**config.mk**
```make
export PLATFORM = sky130hd
export DESIGN_NAME = cfg_boot_ctrl
export DESIGN_NICKNAME = d
export VERILOG_FILES = /design/src/rtl/cfg_boot_pkg.sv /design/src/rtl/ee_word_rd.sv /design/src/rtl/unit_rst_gen.sv /design/src/rtl/cfg_boot_ctrl.sv
export SDC_FILE = /design/constraint.sdc
export NUM_CORES = 1
export LEC_CHECK = 0
export ABC_AREA = 1
export CORE_ASPECT_RATIO = 1.2
export CORE_UTILIZATION = 45
export DETAILED_ROUTE_END_ITERATION = 16
export MAX_ROUTING_LAYER = met4
export PLACE_DENSITY = 0.8
export SYNTH_ARGS = -nofsm -noshare
export SYNTH_HDL_FRONTEND = slang
export SYNTH_SLANG_ARGS = --single-unit
export TNS_END_PERCENT = 1
```
**constraint.sdc**
```tcl
create_clock -name clk -period 3.6 [get_ports clk]
set_input_delay 0.36 -clock clk [delete_from_list [all_inputs] [get_ports clk]]
set_output_delay 0.36 -clock clk [all_outputs]
set_load 0.02 [all_outputs]
```
**src/rtl/cfg_boot_pkg.sv**
```systemverilog
package cfg_boot_pkg;
  typedef enum logic [2:0] {SQ_START, SQ_REQ, SQ_WAIT, SQ_DONE, SQ_SRST} seq_st_t;
  typedef enum logic [1:0] {RD_IDLE, RD_SHIFT, RD_GAP} rd_st_t;

  localparam int          WORD_W         = 16;
  localparam int          NWORDS         = 7;
  localparam logic [2:0]  EE_RD_HDR      = 3'b110;
  localparam logic [15:0] FORCED_IO_BASE = 16'h0200;
endpackage

```
**src/rtl/ee_word_rd.sv**
```systemverilog
module ee_word_rd
  import cfg_boot_pkg::*;
#(
  parameter int AW  = 6,
  parameter int DIV = 8
) (
  input  logic              clk,
  input  logic              rst_n,
  input  logic              clr,
  input  logic              req_valid,
  output logic              req_ready,
  input  logic [AW-1:0]     req_addr,
  output logic              dat_valid,
  output logic [WORD_W-1:0] dat_word,
  output logic              ee_cs,
  output logic              ee_sk,
  output logic              ee_di,
  input  logic              ee_do
);
  localparam int CMD_W  = 3 + AW;
  localparam int SLOTS  = CMD_W + WORD_W;
  localparam int SLOT_W = $clog2(SLOTS + 1);
  localparam int PH_W   = $clog2(DIV);
  localparam int HALF   = DIV / 2;

  rd_st_t              st;
  logic [PH_W-1:0]     phase;
  logic [SLOT_W-1:0]   slot;
  logic [CMD_W-1:0]    cmd;
  logic [WORD_W-1:0]   shreg;

  assign req_ready = (st == RD_IDLE);
  assign dat_word  = shreg;

  always_ff @(posedge clk or negedge rst_n) begin
    if (!rst_n) begin
      st        <= RD_IDLE;
      phase     <= '0;
      slot      <= '0;
      cmd       <= '0;
      shreg     <= '0;
      ee_cs     <= 1'b0;
      ee_sk     <= 1'b0;
      ee_di     <= 1'b0;
      dat_valid <= 1'b0;
    end else if (clr) begin
      st        <= RD_IDLE;
      phase     <= '0;
      ee_cs     <= 1'b0;
      ee_sk     <= 1'b0;
      ee_di     <= 1'b0;
      dat_valid <= 1'b0;
    end else begin
      dat_valid <= 1'b0;
      case (st)
        RD_IDLE: begin
          if (req_valid) begin
            cmd   <= {EE_RD_HDR[1:0], req_addr, 1'b0};
            ee_di <= EE_RD_HDR[2];
            ee_cs <= 1'b1;
            ee_sk <= 1'b0;
            phase <= '0;
            slot  <= '0;
            st    <= RD_SHIFT;
          end
        end
        RD_SHIFT: begin
          if (phase == PH_W'(HALF - 1)) ee_sk <= 1'b1;
          if (phase == PH_W'(DIV - 1)) begin
            phase <= '0;
            ee_sk <= 1'b0;
            ee_di <= cmd[CMD_W-1];
            cmd   <= cmd << 1;
            if (slot >= SLOT_W'(CMD_W)) shreg <= {shreg[WORD_W-2:0], ee_do};
            if (slot == SLOT_W'(SLOTS - 1)) begin
              ee_cs     <= 1'b0;
              ee_di     <= 1'b0;
              dat_valid <= 1'b1;
              st        <= RD_GAP;
            end else begin
              slot <= slot + 1'b1;
            end
          end else begin
            phase <= phase + 1'b1;
          end
        end
        RD_GAP: begin
          if (phase == PH_W'(DIV - 1)) begin
            phase <= '0;
            st    <= RD_IDLE;
          end else begin
            phase <= phase + 1'b1;
          end
        end
        default: st <= RD_IDLE;
      endcase
    end
  end

  assert_sk_in_frame_R3: assert property (@(posedge clk) disable iff (!rst_n)
    ee_sk |-> ee_cs);
  assert_accept_opens_frame_R3: assert property (@(posedge clk) disable iff (!rst_n)
    (req_valid && req_ready && !clr) |=> ee_cs);
  assert_word_after_close_R3: assert property (@(posedge clk) disable iff (!rst_n)
    dat_valid |-> !ee_cs);
endmodule

```
**src/rtl/unit_rst_gen.sv**
```systemverilog
module unit_rst_gen #(
  parameter int LEN = 16
) (
  input  logic clk,
  input  logic rst_n,
  input  logic trig,
  output logic pulse
);
  localparam int CW = $clog2(LEN + 1);

  logic [CW-1:0] cnt;
  logic [CW-1:0] run_q;

  assign pulse = (cnt != '0);

  always_ff @(posedge clk or negedge rst_n) begin
    if (!rst_n)      cnt <= '0;
    else if (trig)   cnt <= CW'(LEN);
    else if (pulse)  cnt <= cnt - 1'b1;
  end

  // run length of the current pulse, used by the checks below
  always_ff @(posedge clk or negedge rst_n) begin
    if (!rst_n)                  run_q <= '0;
    else if (!pulse)             run_q <= '0;
    else if (run_q != CW'(LEN))  run_q <= run_q + 1'b1;
  end

  assert_trig_starts_R7: assert property (@(posedge clk) disable iff (!rst_n)
    trig |=> pulse);
  assert_pulse_len_R7: assert property (@(posedge clk) disable iff (!rst_n)
    $fell(pulse) |-> (run_q == CW'(LEN)));
endmodule

```
**src/rtl/cfg_boot_ctrl.sv**
```systemverilog
module cfg_boot_ctrl
  import cfg_boot_pkg::*;
#(
  parameter int NUNIT    = 4,
  parameter int UNIT_LEN = 16,
  parameter int SRST_LEN = 4,
  parameter int EE_AW    = 6,
  parameter int SK_DIV   = 8
) (
  input  logic             clk,
  input  logic             hw_rst_n,
  input  logic             strap_forced,
  input  logic             host_wr_en,
  input  logic             host_wr_sel,
  input  logic [31:0]      host_wr_data,
  output logic             ee_cs,
  output logic             ee_sk,
  output logic             ee_di,
  input  logic             ee_do,
  output logic [15:0]      cfg_parm,
  output logic [31:0]      ctrl_reg,
  output logic [15:0]      subsys_vid,
  output logic [15:0]      subsys_id,
  output logic [47:0]      station_addr,
  output logic [15:0]      io_base,
  output logic             io_cyc_en,
  output logic             mem_cyc_en,
  output logic             bus_mst_en,
  output logic             rom_cyc_en,
  output logic [NUNIT-1:0] unit_rst,
  output logic             load_done
);
  localparam int IDX_W   = $clog2(NWORDS);
  localparam int UNIT_LO = 16;
  localparam int UNIT_HI = UNIT_LO + NUNIT - 1;
  localparam int MISC_LO = UNIT_HI + 1;
  localparam int SR_W    = $clog2(SRST_LEN + 1);

  seq_st_t           st;
  logic [IDX_W-1:0]  idx;
  logic [SR_W-1:0]   srst_cnt;
  logic              forced_q;
  logic [15:0]       cfg_q, ctrl_lo_q, vid_q, ssid_q;
  logic [47:0]       sta_q;
  logic [30:MISC_LO] ctrl_misc_q;

  logic              rd_req_valid, rd_req_ready, rd_dat_valid, rd_clr;
  logic [WORD_W-1:0] rd_dat_word;
  logic [NUNIT-1:0]  unit_busy, unit_trig;
  logic              host_ok, glob_req, in_srst;

  assign load_done = (st == SQ_DONE);
  assign in_srst   = (st == SQ_SRST);
  assign host_ok   = host_wr_en && load_done;
  assign glob_req  = host_ok && !host_wr_sel && host_wr_data[31];

  assign rd_req_valid = (st == SQ_REQ);
  assign rd_clr       = in_srst;

  ee_word_rd #(.AW(EE_AW), .DIV(SK_DIV)) u_rd (
    .clk       (clk),
    .rst_n     (hw_rst_n),
    .clr       (rd_clr),
    .req_valid (rd_req_valid),
    .req_ready (rd_req_ready),
    .req_addr  (EE_AW'(idx)),
    .dat_valid (rd_dat_valid),
    .dat_word  (rd_dat_word),
    .ee_cs     (ee_cs),
    .ee_sk     (ee_sk),
    .ee_di     (ee_di),
    .ee_do     (ee_do)
  );

  for (genvar i = 0; i < NUNIT; i++) begin : g_unit
    assign unit_trig[i] = host_ok && !host_wr_sel && !host_wr_data[31]
                          && host_wr_data[UNIT_LO+i];
    unit_rst_gen #(.LEN(UNIT_LEN)) u_gen (
      .clk   (clk),
      .rst_n (hw_rst_n),
      .trig  (unit_trig[i]),
      .pulse (unit_busy[i])
    );
  end

  assign unit_rst     = unit_busy | {NUNIT{in_srst}};
  assign ctrl_reg     = {in_srst, ctrl_misc_q, unit_busy, ctrl_lo_q};
  assign cfg_parm     = cfg_q;
  assign subsys_vid   = vid_q;
  assign subsys_id    = ssid_q;
  assign station_addr = sta_q;
  assign io_base      = forced_q ? FORCED_IO_BASE : 16'h0000;
  assign io_cyc_en    = forced_q;
  assign mem_cyc_en   = 1'b0;
  assign bus_mst_en   = forced_q;
  assign rom_cyc_en   = 1'b0;

  always_ff @(posedge clk or negedge hw_rst_n) begin
    if (!hw_rst_n) begin
      st          <= SQ_START;
      idx         <= '0;
      srst_cnt    <= '0;
      forced_q    <= 1'b0;
      cfg_q       <= '0;
      ctrl_lo_q   <= '0;
      ctrl_misc_q <= '0;
      vid_q       <= '0;
      ssid_q      <= '0;
      sta_q       <= '0;
    end else begin
      case (st)
        SQ_START: begin
          forced_q <= strap_forced;
          idx      <= '0;
          st       <= strap_forced ? SQ_DONE : SQ_REQ;
        end
        SQ_REQ: if (rd_req_ready) st <= SQ_WAIT;
        SQ_WAIT: begin
          if (rd_dat_valid) begin
            case (idx)
              IDX_W'(0): cfg_q            <= rd_dat_word;
              IDX_W'(1): ctrl_lo_q        <= rd_dat_word;
              IDX_W'(2): vid_q            <= rd_dat_word;
              IDX_W'(3): ssid_q           <= rd_dat_word;
              IDX_W'(4): sta_q[15:0]      <= rd_dat_word;
              IDX_W'(5): sta_q[31:16]     <= rd_dat_word;
              default:   sta_q[47:32]     <= rd_dat_word;
            endcase
            if (idx == IDX_W'(NWORDS - 1)) begin
              st <= SQ_DONE;
            end else begin
              idx <= idx + 1'b1;
              st  <= SQ_REQ;
            end
          end
        end
        SQ_DONE: begin
          if (glob_req) begin
            forced_q    <= 1'b0;
            cfg_q       <= '0;
            ctrl_lo_q   <= '0;
            ctrl_misc_q <= '0;
            vid_q       <= '0;
            ssid_q      <= '0;
            sta_q       <= '0;
            srst_cnt    <= SR_W'(SRST_LEN - 1);
            st          <= SQ_SRST;
          end else if (host_ok) begin
            if (host_wr_sel) begin
              cfg_q <= host_wr_data[15:0];
            end else begin
              ctrl_lo_q   <= host_wr_data[15:0];
              ctrl_misc_q <= host_wr_data[30:MISC_LO];
            end
          end
        end
        SQ_SRST: begin
          if (srst_cnt == '0) st <= SQ_START;
          else                srst_cnt <= srst_cnt - 1'b1;
        end
        default: st <= SQ_START;
      endcase
    end
  end

  assert_upper_clear_at_done_R2: assert property (@(posedge clk) disable iff (!hw_rst_n)
    $rose(load_done) |-> (ctrl_reg[31:MISC_LO] == '0));
  assert_done_after_last_word_R4: assert property (@(posedge clk) disable iff (!hw_rst_n)
    $rose(load_done) |-> ($past(rd_dat_valid) || forced_q));
  assert_ignore_while_loading_R5: assert property (@(posedge clk) disable iff (!hw_rst_n)
    (host_wr_en && !load_done && !rd_dat_valid) |=> ($stable(cfg_q) && $stable(ctrl_lo_q)));
  assert_global_clears_R8: assert property (@(posedge clk) disable iff (!hw_rst_n)
    glob_req |=> (ctrl_reg[31] && cfg_q == '0 && sta_q == '0 && !load_done));
  assert_forced_no_frame_R9: assert property (@(posedge clk) disable iff (!hw_rst_n)
    forced_q |-> !ee_cs);
  assert_global_masks_unit_R11: assert property (@(posedge clk) disable iff (!hw_rst_n)
    (glob_req && unit_busy == '0) |=> (unit_busy == '0));
endmodule

```
Word-level counts from Yosys, hierarchy flattened

Cells that the tools add are included.

Order comparisons: 1
Equal/unequal tests: 40
Bitwise logic cells: 2
$add $sub $neg: 8
Reductions and logical operators: 52
Mux-type cells: 87

Operators with widths:

| operator            | number |
|---|---|
| $mux 16             | 18 |
| $pmux 16 s2         | 4 |
| $mux 48             | 2 |
| $pmux 48 s2         | 1 |
| $mux 5              | 11 |
| $reduce_and 4->1    | 10 |
| $mux 11             | 3 |
| $mux 3              | 11 |
| $ne 2x1->1 const B  | 12 |
| $reduce_bool 2->1   | 10 |
| $reduce_bool 5->1   | 4 |
| $sub 5x1->5 const B | 4 |
| $mux 9              | 2 |
| $ne 3x2->1 const B  | 6 |
| $pmux 3 s2          | 3 |
| $pmux 9 s2          | 1 |
| $mux 1              | 16 |
| $eq 3x2->1 const B  | 5 |
| $eq 3x3->1 const B  | 5 |
| $pmux 3 s5          | 1 |
| $reduce_and 3->1    | 5 |
| $reduce_and 5->1    | 3 |
| $mux 2              | 7 |
| $mux 10             | 1 |
| 24 further kinds    | 45 |

Register bits: 192
Output and inout bits: 156
Bits of input ports: 38
Logic and storage cells: 215

Logic depth before layout (Yosys ltp)

Gate-level depths: netlist (run 1).

Word-level depth: 6
Depth in mapped cells: 12

Modules after synthesis

From an unflattened synthesis (run 1), not the netlist that was laid out.

Cell total of the unflattened synthesis: 1098
Area, all modules: 9008.6 um^2

Modules (own cells, without submodules):

| module        | sequential area each (um^2) | area an instance (um^2) | instances | cells each |
|---|---|---|---|---|
| cfg_boot_ctrl | 3328.2                      | 6045.8                  | 1         | 730 |
| ee_word_rd    | 950.9                       | 1921.8                  | 1         | 236 |
| unit_rst_gen  | 125.1                       | 260.2                   | 4         | 33 |

Worst setup path before layout (run 1)

No wires, ideal clock.

Path kind: register to register
From: register u_rd.st[1]
To: register u_rd.cmd[1]
Required time: 3.468 ns
Setup slack: 1.953 ns
Stages on the path, launching flop included: 12
Data arrival time: 1.515 ns
Cells stage by stage: dfrtp_1 -> inv_1 -> ha_1 -> buf_2 -> inv_1 -> nand2_1 -> nand2_1 -> nand2_1 -> inv_1 -> nand2_1 -> clkbuf_1 -> o21ai_0

Cells in the longest elaborated chain, start to end: 3
Elaborated cells on any way between the ends: 7
Classes of those cells: 3 x eq/ne; 1 x mux; 3 x reduce/logical

Ends and longest elaborated chain:

| element                                            | line             | RTL |
|---|---|---|
| start: declaration                                 | ee_word_rd.sv:26 | `rd_st_t st;` |
| start signal: assignment                           | ee_word_rd.sv:37 | `st <= RD_IDLE;` |
| start signal: assignment                           | ee_word_rd.sv:47 | `st <= RD_IDLE;` |
| start signal: assignment                           | ee_word_rd.sv:64 | `st <= RD_SHIFT;` |
| $eq 2x1->1 or $logic_not 2->1 (tied branches)      | ee_word_rd.sv:55 | `case (st)` |
| $ne 2x1->1 (no line), or another cell as far along | --               |  |
| $reduce_and 4->1 (no line)                         | --               |  |
| end signal: assignment                             | ee_word_rd.sv:58 | `cmd <= {EE_RD_HDR[1:0], req_addr, 1'b0};` |
| end signal: assignment                             | ee_word_rd.sv:73 | `cmd <= cmd << 1;` |
| end: declaration                                   | ee_word_rd.sv:29 | `logic [CMD_W-1:0] cmd;` |

Several ways; a longest one is shown, not always the timed one.
A chain may end at the register's enable or synchronous reset.

Final worst setup path (run 1)

From: register st[1]
To: output ctrl_reg[31]

Cells in the longest elaborated chain, start to end: 1

Ends and longest elaborated chain:

| element                  | line                 | RTL |
|---|---|---|
| start: declaration       | cfg_boot_ctrl.sv:39  | `seq_st_t st;` |
| start signal: assignment | cfg_boot_ctrl.sv:115 | `st <= strap_forced ? SQ_DONE : SQ_REQ;` |
| $eq 3x3->1               | cfg_boot_ctrl.sv:53  | `assign in_srst = (st == SQ_SRST);` |
| end: declaration         | cfg_boot_ctrl.sv:21  | `output logic [31:0] ctrl_reg,` |

No other way between the ends.

==> summary.txt, run 1 <==
CTS
  – Num Clock Sinks: 191
  – Post-CTS Setup Bufs: 0
  – TritonCTS clock tree: done
  – Post-CTS Resized: 0
  – H-tree depth: 4
  – Worst skew pair latency: 430 ps
  – Clock tree root buffer cell: clkbuf_16
  – Hold_buf cts: 0
  – CTS Buf Count: 17
  – Bufs on Longest Clock Path: 2
  – Reg clk slew, reported paths: 70 ps

Pwr
  – P_leak: 5.973 nW
  – Maximum vdd drop: 0.0004445 V
  – PwrDens: 707.9 nW/um2

Synth
  – Top post-synthesis cells by area: dfrtp_1 54%, nand2_1 19%, nand3_1 7.6%
  – Count leader, synth: nand2_1
  – Share of the synthesized area in the top cell type: 54.05%
  – Most frequent cells after synthesis: 457 x nand2_1, 191 x dfrtp_1, 134 x nand3_1
  – Synth Area in Simple Gates: 31.00%
  – Mean area per synthesized cell: 8.319 um2
  – Post-synthesis cell type count: 33
  – Yosys reg bits: between 150 and 200
  – Largest family of logic cells by synthesized area: simple AND/OR/NAND/NOR gates
  – Synthesized-area fraction occupied by adder cells: under 10%
  – Synth Area in Compound Gates: 3.862%
  – Post-Synth XOR/XNOR Area: less than 1%
  – Async set or reset register ratio after synthesis: 100.0%
  – Sequential share of the synthesized area: 54.05%
  – Cell Area, Synth: 8843 um2
  – Syn. warnings: 0
  – Post-synthesis mux area share: 0%
  – EDFF count, synth: 0
  – Main flop type after synthesis: dfrtp_1
  – Syn Inst Count: 1063
  – Cell taking the most area after synthesis: dfrtp_1

Drt
  – DR pass1 iterations: 6
  – Vias/cell: 5.064
  – DR vias: 7545
  – DR DRC count: 0
  – Post-detailed-route count of antenna-violating nets: 0
  – First DRT Iteration DRCs: 558
  – Drt wl/cell: around 15 um
  – Final wirelength: ~22000 um

Place
  – IO buf count: around 180
  – Placed cell count: 1458
  – Detailed placement HPWL: 15870 um
  – Routability cong.: 0.9035

Global routing
  – Largest net degree at the start of global routing: 106
  – First-pass GRT wire length: 35590 um
  – Total track usage: 23.41%
  – Initial antenna violation count: 0
  – Remaining global-route overflow: 0
  – Vias in the first global route: just over 7k

Setup path
  – FF-to-FF End: station_addr[40]
  – Worst-path fanout max: 16
  – Critical path arrival: 2340 ps
  – Reg-to-reg critical path startpoint: st[0]
  – CP Data Required Time: 3240 ps
  – Critical Setup Path Class: flop to output port
  – R2r setup slk: 1340 ps
  – CP startpoint kind: flop
  – Critical Path Sink Type: output port
  – R2R cell count: 5

Floorplan
  – Die X: 130.0 um
  – Area of the core: about 19000 um2
  – Die height: around 160 um
  – Die area: 20220 um2
  – Initial Util: between 40 and 50%
  – IO Count: around 190
  – Num rows: 55

Job
  – Max_cap viols: 0

Layout
  – Fillers: 1695
  – Nets: 1280
  – Syn-to-layout area delta: 26.85%
  – Register area: 4780 um2
  – Fin cells: 1490
  – Multi-input gate area: ~3500 um2
  – ANT cells: 0
  – Layout cells sized above 1: 5.267%
  – Fin util: 58.85%

STA
  – Slew HR: 37.38%
  – Final Hold Viols: 0
  – Fmax: 0.3701 GHz
  – Max-slew violation count: 0
  – Worst Skew: 10.88 ps
  – Worst-Margin Slew: 939.3 ps
  – Final TNS setup: 0 ps
  – Fin crit share: about three quarters
  – Period minus WS final: 2702 ps
  – Unrepaired setup endpoints after global routing: false
  – Setup violations, final: 0
  – Worst hold margin: approximately 20 ps

Outcome
  – Status: completed

Worst hold path
  – Hold Path Class: primary input to async pin
-- power breakdown --
group	total, W	switching [W]	internal, W	leakage, nW
logic	0.00339	0.00225	0.00114	3.16
registers	0.00284	0.000292	0.00255	2.56
clock network	0.00171	0.000821	0.000888	0.253
-- flip-flops by register name, summed over array words and instances, names as in the netlist, 2 cells and up --
| register | flops |
|---|---|
| u_rd.st | 2 |
| subsys_vid | 16 |
| g_unit.u_gen.cnt | 20 |
| u_rd.cmd | 8 |
| subsys_id | 16 |
| cfg_parm | 16 |
| u_rd.slot | 5 |
| u_rd.dat_word | 16 |
| idx | 3 |
| station_addr | 48 |
| st | 3 |
| srst_cnt | 3 |
| ctrl_misc_q | 11 |
| ctrl_lo_q | 16 |
| u_rd.phase | 3 |
-- cells by family (layout without fill, tap and decap cells) --
family          Yosys count  in the layout
flops                   191            191
simple gates            653            653
other cells               1             17
buf+inv                 139            294
fa+ha+maj                21             21
compound gates           52             52
xor+xnor                  6              6
-- stage by stage --
step	total power [W]	cell area [um2]	worst slack (ps)
global placement	0.006172	10700	1109
finish	0.007941	11220	898.0
detailed placement	0.006253	10700	1012
global route	0.008495	11220	785.9
floorplan	0.005223	8904	1953
CTS	0.007983	11220	874.4
-- routing by layer --
| layer | vias to the layer above | part of all wire (%) | track usage, % |
|---|---|---|---|
| met1 | 3553 | 40 | 28.12 |
| met3 | 37 | 6.4 | 4.081 |
| li1 | 3634 | - | - |
| met5 | - | 0 | - |
| met4 | 0 | 2.4 | 8.195 |
| met2 | 321 | 51 | 39.44 |
-- final cells by class --
cell class / count / area share (%)
clock inverter: 12 / 0.7584
sequential: 191 / 42.61
tap: 256 / 2.855
multi-input combinational: 749 / 30.86
timing repair buffer: 185 / 16.45
clock buffer: 20 / 3.892
inverter: 77 / 2.576
-- layout by cell type, fill, tap and decap left out, types with 17 or more instances in the layout --
master,netlist,final
dfrtp_1,191,191
nand3_1,134,134
ha_1,21,21
nand2_1,457,457
nor2_1,26,26
inv_1,75,75
conb_1,1,17
clkdlybuf4s50_1,0,175
clkbuf_16,0,17
o21ai_0,28,28
-- how the worst max path moves through the flow --
| stage | startpoint | to |
|---|---|---|
| floorplan | u_rd.st[1] | u_rd.cmd[1] |
| global placement | host_wr_en | station_addr[45] |
| detailed placement | host_wr_en | station_addr[47] |
| CTS | st[1] | ctrl_reg[31] |
| global route | st[1] | ctrl_reg[31] |
| finish | st[1] | ctrl_reg[31] |
-- critical path: stages, from the launching register on --
cell and delay (ps):
dfrtp_1 520, nor2_1 200, nand2_2 230, inv_1 290, clkdlybuf4s50_1 670
No activity file was read; power rests on OpenSTA's default activity.
==> run 2, diff against run 1 <==
Settings changed: PLACE_DENSITY 0.8 to 0.83.
Clock period 3.6 ns to 2.3 ns, I/O delays scaled along.
==> summary.txt, run 2 (synthesis gave the netlist of run 1 again) <==
Setup path
  – CP startpoint kind: flop
  – Critical Setup Path Class: flop to output port
  – Critical path arrival: 1950 ps (-390 ps)
  – CP Data Required Time: 2070 ps (-1170 ps)
  – Critical Path Sink Type: output port
  – Worst-path fanout max: 5 (-11)

CTS
  – Reg clk slew, reported paths: 70 ps (about the same)
  – Clock tree root buffer cell: clkbuf_16
  – Num Clock Sinks: 191 (unchanged)
  – H-tree depth: 4 (unchanged)
  – TritonCTS clock tree: done
  – Bufs on Longest Clock Path: 2 (unchanged)
  – CTS Buf Count: 17 (unchanged)
  – Worst skew pair latency: 430 ps (about the same)

Floorplan
  – IO Count: 194 (unchanged)
  – Die height: 155.6 um (unchanged)
  – Die X: 130.0 um (unchanged)
  – Die area: 20220 um2 (unchanged)
  – Area of the core: 19060 um2 (unchanged)
  – Num rows: 55 (unchanged)
  – Initial Util: 46.39% (unchanged)

Global routing
  – Total track usage: 23.51% (+0.10 points)
  – Largest net degree at the start of global routing: 67 (-37%)
  – Met1 Resource Use GR: 28.53% (+0.40 points)
  – Remaining global-route overflow: 0 (unchanged)
  – GR Util met2: 39.01% (-0.43 points)
  – Vias in the first global route: 7252 (+0.74%)
  – First-pass GRT wire length: 35900 um (+0.87%)
  – GR Util met3: 4.390% (+0.31 points)
  – GRT busiest layer: met2
  – Initial antenna violation count: 0 (unchanged)

Layout
  – Layout cells sized above 1: 6.789% (+1.5 points)
  – Syn-to-layout area delta: 29.99%
  – Nets: 1298 (+1.4%)
  – ANT cells: 0 (unchanged)
  – Fin util: 60.31% (+1.5 points)
  – Most common cell after layout, fill and taps aside: nand2_1
  – Largest register FFs: 48 (unchanged)
  – Most frequent cells in the layout: 457 x nand2_1, 190 x dfrtp_1, 170 x clkdlybuf4s50_1

Drt
  – Vias/cell: 5.026 (-0.75%)
  – Post-detailed-route count of antenna-violating nets: 0 (unchanged)
  – Drt wl/cell: 14.65 um (-0.88%)
  – First DRT Iteration DRCs: 572 (+2.5%)
  – DR pass1 iterations: 5 (-1)
  – DR vias: 7579 (+0.45%)
  – DR DRC count: 0 (unchanged)
  – Final wirelength: 22090 um (+0.32%)

STA
  – Period minus WS final: 2177 ps
  – Unrepaired setup endpoints after global routing: false
  – Fin crit share: 94.67%
  – Fmax: 0.4593 GHz
  – Slew HR: 54.18% (+17 points)
  – Final Hold Viols: 0 (unchanged)
  – Worst setup margin: 122.6 ps (-775.4 ps)
  – Worst-Margin Slew: 686.5 ps (-252.8 ps)
  – Worst Skew: 11.28 ps (+0.3991 ps)
  – Final TNS setup: 0 ps (unchanged)
  – Worst hold margin: 371.9 ps (+351.8 ps)
  – Max-slew violation count: 0 (unchanged)
  – Setup violations, final: 0 (unchanged)

Outcome
  – Status: completed

Place
  – Detailed placement HPWL: 16210 um (+2.2%)
  – IO buf count: 176 (unchanged)
  – Setup WS pre-CTS: 187.3 ps (-824.6 ps)
  – Routability cong.: 0.8424 (-6.8%)

Pwr
  – PnR Total Power: 0.01310 W (+65%)
  – Maximum vdd drop: 0.0006947 V (+56%)
  – P_leak: 6.138 nW (+2.8%)
  – PwrDens: 1139 nW/um2 (+61%)

Job
  – Max_cap viols: 0 (unchanged)

Worst hold path
  – Hold Path Class: primary input to async pin
[run 2: cell count changes in the layout (fill, tap and decap cells not counted), moves of 2 or more]
cell             delta
clkbuf_8            +2
clkinv_4            +2
buf_4              +15
clkdlybuf4s50_1     -5
bufinv_16           +3
clkbuf_1            -2
clkinvlp_4          -2
clkinv_2            -4
dlygate4sd2_1       +4
buf_12              +2
[run 2: worst paths after layout]
kind	depth (start not counted)	slack (ps)	start	end
max	4	120	g_unit[2].u_gen.cnt[0]	ctrl_reg[18]
min	2	370	hw_rst_n	ctrl_lo_q[14]
max reg2reg	7	220	st[0]	subsys_id[11]
min reg2reg	2	470	station_addr[22]	station_addr[22]
max in group asynchronous	3	1290	hw_rst_n	station_addr[13]
min in group clk	3	380	ee_do	u_rd.dat_word[0]
[run 2: timing repair]
item / 4_1_cts / 5_1_grt
buffers inserted: 0 / 0
endpoints found under the hold margin: 63 / 0
hold buffers: 1 / 0
resized for setup: 5 / 2
endpoints found under the setup margin: 5 / 2
pin swaps: 0 / 0
[run 2: report_power, final]
part / switching (W) / total (W) / internal [W]
sequential: 0.000461 / 0.00445 / 0.00399
combinational: 0.00356 / 0.00552 / 0.00195
clock: 0.00132 / 0.00313 / 0.00180
[run 2: per-layer routing]
metal	share of wire (%)	vias to the layer above
li1	-	3668
met1	41	3550
met2	50	309
met3	6.6	52
met4	2.5	0
met5	0	-
[run 2: area by class of cell]
| class | instances | area, um2 |
|---|---|---|
| clock buffers | 20 | 456.7 |
| clock inverters | 12 | 176.4 |
| fillers | 1565 | 7566 |
| inverters | 77 | 289.0 |
| multi-input cells | 749 | 3467 |
| flip-flops and latches | 191 | 4781 |
| well taps | 256 | 320.3 |
| repair buffers | 203 | 2006 |
[run 2: through the flow]
step,area [um2],instances
after CTS,11490,1508
after global routing,11500,1508
after detailed placement,10850,1475
after floorplan,8904,1079
after global placement,10850,1475
final,11500,1508
[run 2: critical path, stage by stage, from the launching register on]
cell             delay (ps)
dfrtp_1                 360
inv_1                    70
ha_1                    240
nand3b_1                200
clkdlybuf4s50_1         650
